### src/rtl/cbr_pkg.sv
package cbr_pkg;
  localparam int PRE_LSB  = 0;
  localparam int PRE_W    = 5;
  localparam int MRAS_LSB = 5;
  localparam int MRAS_W   = 5;
  localparam int REN_BIT  = 18;
  localparam int IVL_LSB  = 19;
  localparam int IVL_W    = 8;
  localparam int DIV_BIT  = 27;
  localparam int CRS_LSB  = 28;
  localparam int CRS_W    = 4;
  localparam int CNT_W    = MRAS_W + 1;

  typedef struct packed {
    logic [CRS_W-1:0]  cas_ras;
    logic              div_hi;
    logic [IVL_W-1:0]  ivl;
    logic              ren;
    logic [MRAS_W-1:0] min_ras;
    logic [PRE_W-1:0]  prech;
  } tcfg_t;

  typedef enum logic [1:0] {PH_IDLE, PH_SETUP, PH_RAS, PH_PRE} phase_t;

  function automatic tcfg_t decode_cfg(input logic [31:0] w);
    tcfg_t c;
    c.cas_ras = w[CRS_LSB +: CRS_W];
    c.div_hi  = w[DIV_BIT];
    c.ivl     = w[IVL_LSB +: IVL_W];
    c.ren     = w[REN_BIT];
    c.min_ras = w[MRAS_LSB +: MRAS_W];
    c.prech   = w[PRE_LSB +: PRE_W];
    return c;
  endfunction
endpackage

### src/rtl/cbr_timer.sv
module cbr_timer #(
  parameter int DIV_LO = 64,
  parameter int DIV_HI = 512,
  parameter int IVL_W  = 8
) (
  input  logic             clk,
  input  logic             rst,
  input  logic             en,
  input  logic             div_hi,
  input  logic [IVL_W-1:0] ivl,
  output logic             expire
);
  localparam int PW = $clog2(DIV_HI);

  logic [PW-1:0]    pre_cnt;
  logic [IVL_W-1:0] iv_cnt;
  logic [PW-1:0]    lim;
  logic             tick;
  logic             wrap;

  assign lim    = div_hi ? PW'(DIV_HI - 1) : PW'(DIV_LO - 1);
  assign tick   = en && (pre_cnt == lim);
  assign wrap   = ({1'b0, iv_cnt} + (IVL_W+1)'(1)) >= {1'b0, ivl};
  assign expire = tick && (ivl != '0) && wrap;

  always_ff @(posedge clk) begin
    if (rst || !en) begin
      pre_cnt <= '0;
      iv_cnt  <= '0;
    end else if (tick) begin
      pre_cnt <= '0;
      iv_cnt  <= wrap ? '0 : iv_cnt + IVL_W'(1);
    end else begin
      pre_cnt <= pre_cnt + PW'(1);
    end
  end
endmodule

### src/rtl/cbr_arb.sv
module cbr_arb (
  input  logic clk,
  input  logic rst,
  input  logic expire,
  input  logic idle,
  input  logic acc_active,
  output logic pending,
  output logic start
);
  assign start = pending && idle && !acc_active;

  always_ff @(posedge clk) begin
    if (rst) pending <= 1'b0;
    else     pending <= (pending && !start) || expire;
  end
endmodule

### src/rtl/cbr_seq.sv
module cbr_seq
  import cbr_pkg::*;
#(
  parameter int NB       = 4,
  parameter int NVM_BANK = 3
) (
  input  logic              clk,
  input  logic              rst,
  input  logic              start,
  input  logic [CRS_W-1:0]  setup,
  input  logic [MRAS_W-1:0] min_ras,
  input  logic [PRE_W-1:0]  prech,
  input  logic [NB-1:0]     bank_en,
  output logic [NB-1:0]     cas,
  output logic [NB-1:0]     ras,
  output logic              busy,
  output logic              idle
);
  localparam logic [NB-1:0] KEEP = ~(NB'(1) << NVM_BANK);

  phase_t           ph;
  logic [CNT_W-1:0] cnt;

  assign busy = (ph != PH_IDLE);
  assign idle = (ph == PH_IDLE);

  always_ff @(posedge clk) begin
    if (rst) begin
      ph  <= PH_IDLE;
      cnt <= '0;
      cas <= '0;
      ras <= '0;
    end else begin
      case (ph)
        PH_IDLE: if (start) begin
          ph  <= PH_SETUP;
          cnt <= CNT_W'(setup) + CNT_W'(1);
          cas <= bank_en & KEEP;
        end
        PH_SETUP: if (cnt == '0) begin
          ph  <= PH_RAS;
          cnt <= CNT_W'(min_ras);
          ras <= cas;
        end else cnt <= cnt - CNT_W'(1);
        PH_RAS: if (cnt == '0) begin
          ph  <= PH_PRE;
          cnt <= CNT_W'(prech);
          ras <= '0;
          cas <= '0;
        end else cnt <= cnt - CNT_W'(1);
        default: if (cnt == '0) ph <= PH_IDLE;
                 else cnt <= cnt - CNT_W'(1);
      endcase
    end
  end
endmodule

### src/rtl/cbr_refresh_ctrl.sv
module cbr_refresh_ctrl
  import cbr_pkg::*;
#(
  parameter int NUM_BANKS = 4,
  parameter int NVM_BANK  = 3,
  parameter int DIV_LO    = 64,
  parameter int DIV_HI    = 512
) (
  input  logic                 clk,
  input  logic                 rst,
  input  logic [31:0]          timing_cfg,
  input  logic [NUM_BANKS-1:0] bank_en,
  input  logic                 acc_active,
  output logic [NUM_BANKS-1:0] rfr_cas,
  output logic [NUM_BANKS-1:0] rfr_ras,
  output logic                 rfr_busy,
  output logic                 rfr_pending
);
  logic [31:0] cfg_q;
  tcfg_t       cfg;
  logic        expire, idle, start;

  always_ff @(posedge clk) begin
    if (rst) cfg_q <= '0;
    else     cfg_q <= timing_cfg;
  end

  assign cfg = decode_cfg(cfg_q);

  cbr_timer #(.DIV_LO(DIV_LO), .DIV_HI(DIV_HI), .IVL_W(IVL_W)) u_timer (
    .clk(clk), .rst(rst), .en(cfg.ren), .div_hi(cfg.div_hi),
    .ivl(cfg.ivl), .expire(expire)
  );

  cbr_arb u_arb (
    .clk(clk), .rst(rst), .expire(expire), .idle(idle),
    .acc_active(acc_active), .pending(rfr_pending), .start(start)
  );

  cbr_seq #(.NB(NUM_BANKS), .NVM_BANK(NVM_BANK)) u_seq (
    .clk(clk), .rst(rst), .start(start), .setup(cfg.cas_ras),
    .min_ras(cfg.min_ras), .prech(cfg.prech), .bank_en(bank_en),
    .cas(rfr_cas), .ras(rfr_ras), .busy(rfr_busy), .idle(idle)
  );
endmodule

### config.mk
export PLATFORM = sky130hd
export DESIGN_NAME = cbr_refresh_ctrl
export DESIGN_NICKNAME = d
export VERILOG_FILES = /design/src/rtl/cbr_pkg.sv /design/src/rtl/cbr_timer.sv /design/src/rtl/cbr_arb.sv /design/src/rtl/cbr_seq.sv /design/src/rtl/cbr_refresh_ctrl.sv
export SDC_FILE = /design/constraint.sdc
export NUM_CORES = 1
export LEC_CHECK = 0
export ABC_AREA = 1
export BUFFER_PORTS_ARGS = -buffer_cell sky130_fd_sc_hd__buf_2
export CAP_MARGIN = 15
export CORE_MARGIN = 10
export CORE_UTILIZATION = 56
export CTS_CLUSTER_DIAMETER = 60
export DETAILED_ROUTE_END_ITERATION = 8
export GPL_ROUTABILITY_DRIVEN = 0
export GPL_TIMING_DRIVEN = 0
export PLACE_DENSITY = 0.78
export REMOVE_ABC_BUFFERS = 1
export SKIP_CTS_REPAIR_TIMING = 1
export SYNTH_ARGS = -nofsm -noshare
export SYNTH_HDL_FRONTEND = slang
export SYNTH_HIERARCHICAL = 1
export SYNTH_SLANG_ARGS = --single-unit
export TNS_END_PERCENT = 20
### constraint.sdc
create_clock -name clk -period 2.3 [get_ports clk]
set_input_delay 0.46 -clock clk [delete_from_list [all_inputs] [get_ports clk]]
set_output_delay 0.46 -clock clk [all_outputs]
set_load 0.005 [all_outputs]
==> results.sh <==
export IMPL_p_sw_frac=0.3721
export IMPL_mostFrequentLayoutCell="nand2_1"
export IMPL_hold_ws_ns=0.3436
export IMPL_net_switching_power_w=0.0009661
export IMPL_grt_first_pass_wirelength_mm=9.708
export IMPL_yosys_cell_types_count=37
export IMPL_cts_num_sinks=56
export IMPL_syn_instance_count=390
export IMPL_clock_root_buffer="clkbuf_8"
export IMPL_power_leakage_nw=1.590
export IMPL_cells_after_dpl=489
export IMPL_die_height_um=91.01
export IMPL_layout_drive_gt1_share=0.1881
export IMPL_rows=25
export IMPL_final_setup_tns_ns=0
export IMPL_run_status="finished, final reports clean"
export IMPL_cts_tree="yes"
export IMPL_drt_vias_per_instance=4.773
export IMPL_worst_slew_margin_rel=0.5246
export IMPL_synth_seq_area_share=0.3970
export IMPL_final_cycle_utilization_of_the_critical_path=0.9080
export IMPL_power_per_cell_area_nw_per_um2=795.8
export IMPL_skew_ns=0.008544
export IMPL_cts_htree_levels=2
export IMPL_total_power_w=0.002597
export IMPL_wirelength_mm=5.410
export IMPL_p_comb_frac=0.357
export IMPL_start_kind="flop"
export IMPL_design_core_area_um2=4817
export IMPL_antenna_found_initial=0
export IMPL_cts_inserted_buffers=5
export IMPL_initial_core_util=0.5862
export IMPL_power_ir_vdd_worst_mv=0.5666
export IMPL_worstSetupEndpointType="flop"
export IMPL_vias=2401
export IMPL_drc=0
export IMPL_fp_dieW_um=91.01
export IMPL_report_final_setup_viol=0
export IMPL_die_area_um2=8283
export IMPL_synthesized_area_per_cell_um2=7.241
export IMPL_multi_input_area_um2=1435
export IMPL_slew_violations=0
export IMPL_timing_critical_path_fanout_max=6
export IMPL_minimum_clock_period_ns=2.088
export IMPL_min_path_type="in -> reg"
export IMPL_timing_critical_path_required_ns=2.55
export IMPL_grt_overflow=0
export IMPL_synth_ff_latch_count=56
export IMPL_grt_pass1_vias=2344
export IMPL_final_core_util=0.6774
export IMPL_ys_warn_count=6
export IMPL_area_growth_synth_to_final_pct=15.55
export IMPL_ff_latch_area_um2=1129
export IMPL_clock_power_share=0.212
export IMPL_timing_worst_slew_pin_value_ns=0.7132
export IMPL_drtIter0Drc=95
export IMPL_worst_skew_pair_late_latency_ns=0.31
export IMPL_wl_per_cell_um=10.76
export IMPL_global_route_usage_total=0.1376
export IMPL_sequentialPowerShare=0.432
export IMPL_dr_pass1_iters=4
export IMPL_clk_pin_slew_ns=0.10
export IMPL_grt_max_degree=40
export IMPL_maxCapViolations=0
export IMPL_dpl_hpwl_mm=4.166
export IMPL_final_cell_mix="nand2_1, inv_1, dfxtp_1, nor2_1, buf_2"
export IMPL_cts_buffer_depth=2
export IMPL_hold_violations=0
export IMPL_insertedDiodeCount=0
export IMPL_count_of_buffers_inserted_at_the_top_level_ports=37
export IMPL_critical_path_at_ns=2.34
export IMPL_layout_nets=491
export IMPL_worst_setup_path_type="reg -> reg"
export IMPL_stdcell_count=503
export IMPL_synth_area_um2=2824
export IMPL_final_fill_count=419
export IMPL_drt_antenna_violating_nets=0
export IMPL_cell_internal_pwr_w=0.001631
export IMPL_achievable_frequency_ghz=0.4788
export IMPL_boundaryPins=49
==> cell type report <==
class	instances	share of cell area
clock buffer	7	0.02646
clock inverter	1	0.002301
inverter	77	0.08934
multi-input combinational	252	0.4398
sequential	56	0.3459
tap	67	0.02569
timing repair buffer	43	0.07055
==> power groups by stage <==
stage	logic (W)	clock network, W	registers [W]
final	0.000927	0.000549	0.00112
after global routing	0.00106	0.000609	0.00113
after CTS	0.000919	0.000565	0.00112
after detailed placement	0.000915	0	0.00115
after global placement	0.000889	0	0.00114
after floorplan	0.000701	0	0.00113
==> state kept, by name (all words and copies together), names as in the netlist <==
signal	flops
u_timer/pre_cnt	9
u_arb/pending	1
u_seq/ras	3
u_timer/iv_cnt	8
cfg_q	24
u_seq/cnt	6
u_seq/ph	2
u_seq/cas	3
==> synthesized netlist by cell type (all sizes together) <==
| library cell | number | area share |
|---|---|---|
| buf | 4 | 0.013 |
| o22ai | 1 | 0.0022 |
| nor2 | 54 | 0.078 |
| a22o | 1 | 0.0031 |
| conb | 1 | 0.0013 |
| nand2 | 79 | 0.11 |
| xor2 | 9 | 0.028 |
| clkbuf | 2 | 0.0027 |
| nand4 | 9 | 0.024 |
| or2 | 4 | 0.0089 |
| ha | 17 | 0.075 |
| inv | 74 | 0.099 |
| nand3 | 24 | 0.051 |
| xnor2 | 2 | 0.0062 |
| clkinv | 3 | 0.0040 |
| a21oi | 28 | 0.051 |
| o211ai | 1 | 0.0044 |
| dfxtp | 56 | 0.40 |
| o21ai | 16 | 0.032 |
| nor3 | 3 | 0.0053 |
| a31oi | 1 | 0.0022 |
| nor4 | 1 | 0.0022 |
==> cell families after synthesis <==
family | synth area share
and+or+nand+nor | 0.2778
DFF | 0.3970
other | 0.001328
AOI/OAI and AO/OA | 0.09526
xor gates and xnor gates | 0.03412
buffers and inverters | 0.1192
adders and majority gates | 0.07532
==> path summary, 6_finish.rpt <==
check	startpoint	to	slack (ns)	cells past startpoint
min	timing_cfg[18]	cfg_q[18]$_SDFF_PP0_	0.34	3
max reg2reg	u_timer/iv_cnt[0]$_SDFFE_PP0P_	u_arb/pending$_SDFF_PP0_	0.21	17
min reg2reg	u_timer/pre_cnt[0]$_SDFF_PP0_	u_timer/pre_cnt[0]$_SDFF_PP0_	0.45	1
max	u_timer/iv_cnt[0]$_SDFFE_PP0P_	u_arb/pending$_SDFF_PP0_	0.21	17
==> critical path, stage by stage (launching register included) <==
cell     delay (ns)
dfxtp_4        0.38
ha_4           0.15
nand3_4        0.10
xor2_2         0.20
inv_2          0.07
ha_4           0.27
nand2_2        0.06
nor2_2         0.07
nand2_1        0.05
nand3_1        0.06
nand2_1        0.05
nand2_1        0.06
nand2_2        0.06
nand2_4        0.08
nand2_1        0.07
nor2_1         0.12
inv_1          0.06
a21oi_2        0.11
==> per-stage QoR <==
stage	instance area, µm²	setup slack [ns]
after floorplan	2783	0.2841
after global placement	3052	-0.04812
after detailed placement	3052	-0.06445
after CTS	3146	-0.08393
after global routing	3263	-0.02791
final	3263	0.2117
==> routing by layer <==
metal	up-vias	part of all wire	global-route usage
li1	1302	-	-
met1	1046	0.48	0.1595
met2	46	0.45	0.2291
met3	7	0.058	0.04444
met4	0	0.013	0.05614
met5	-	0	0
Power figures use the tool's default switching activity.
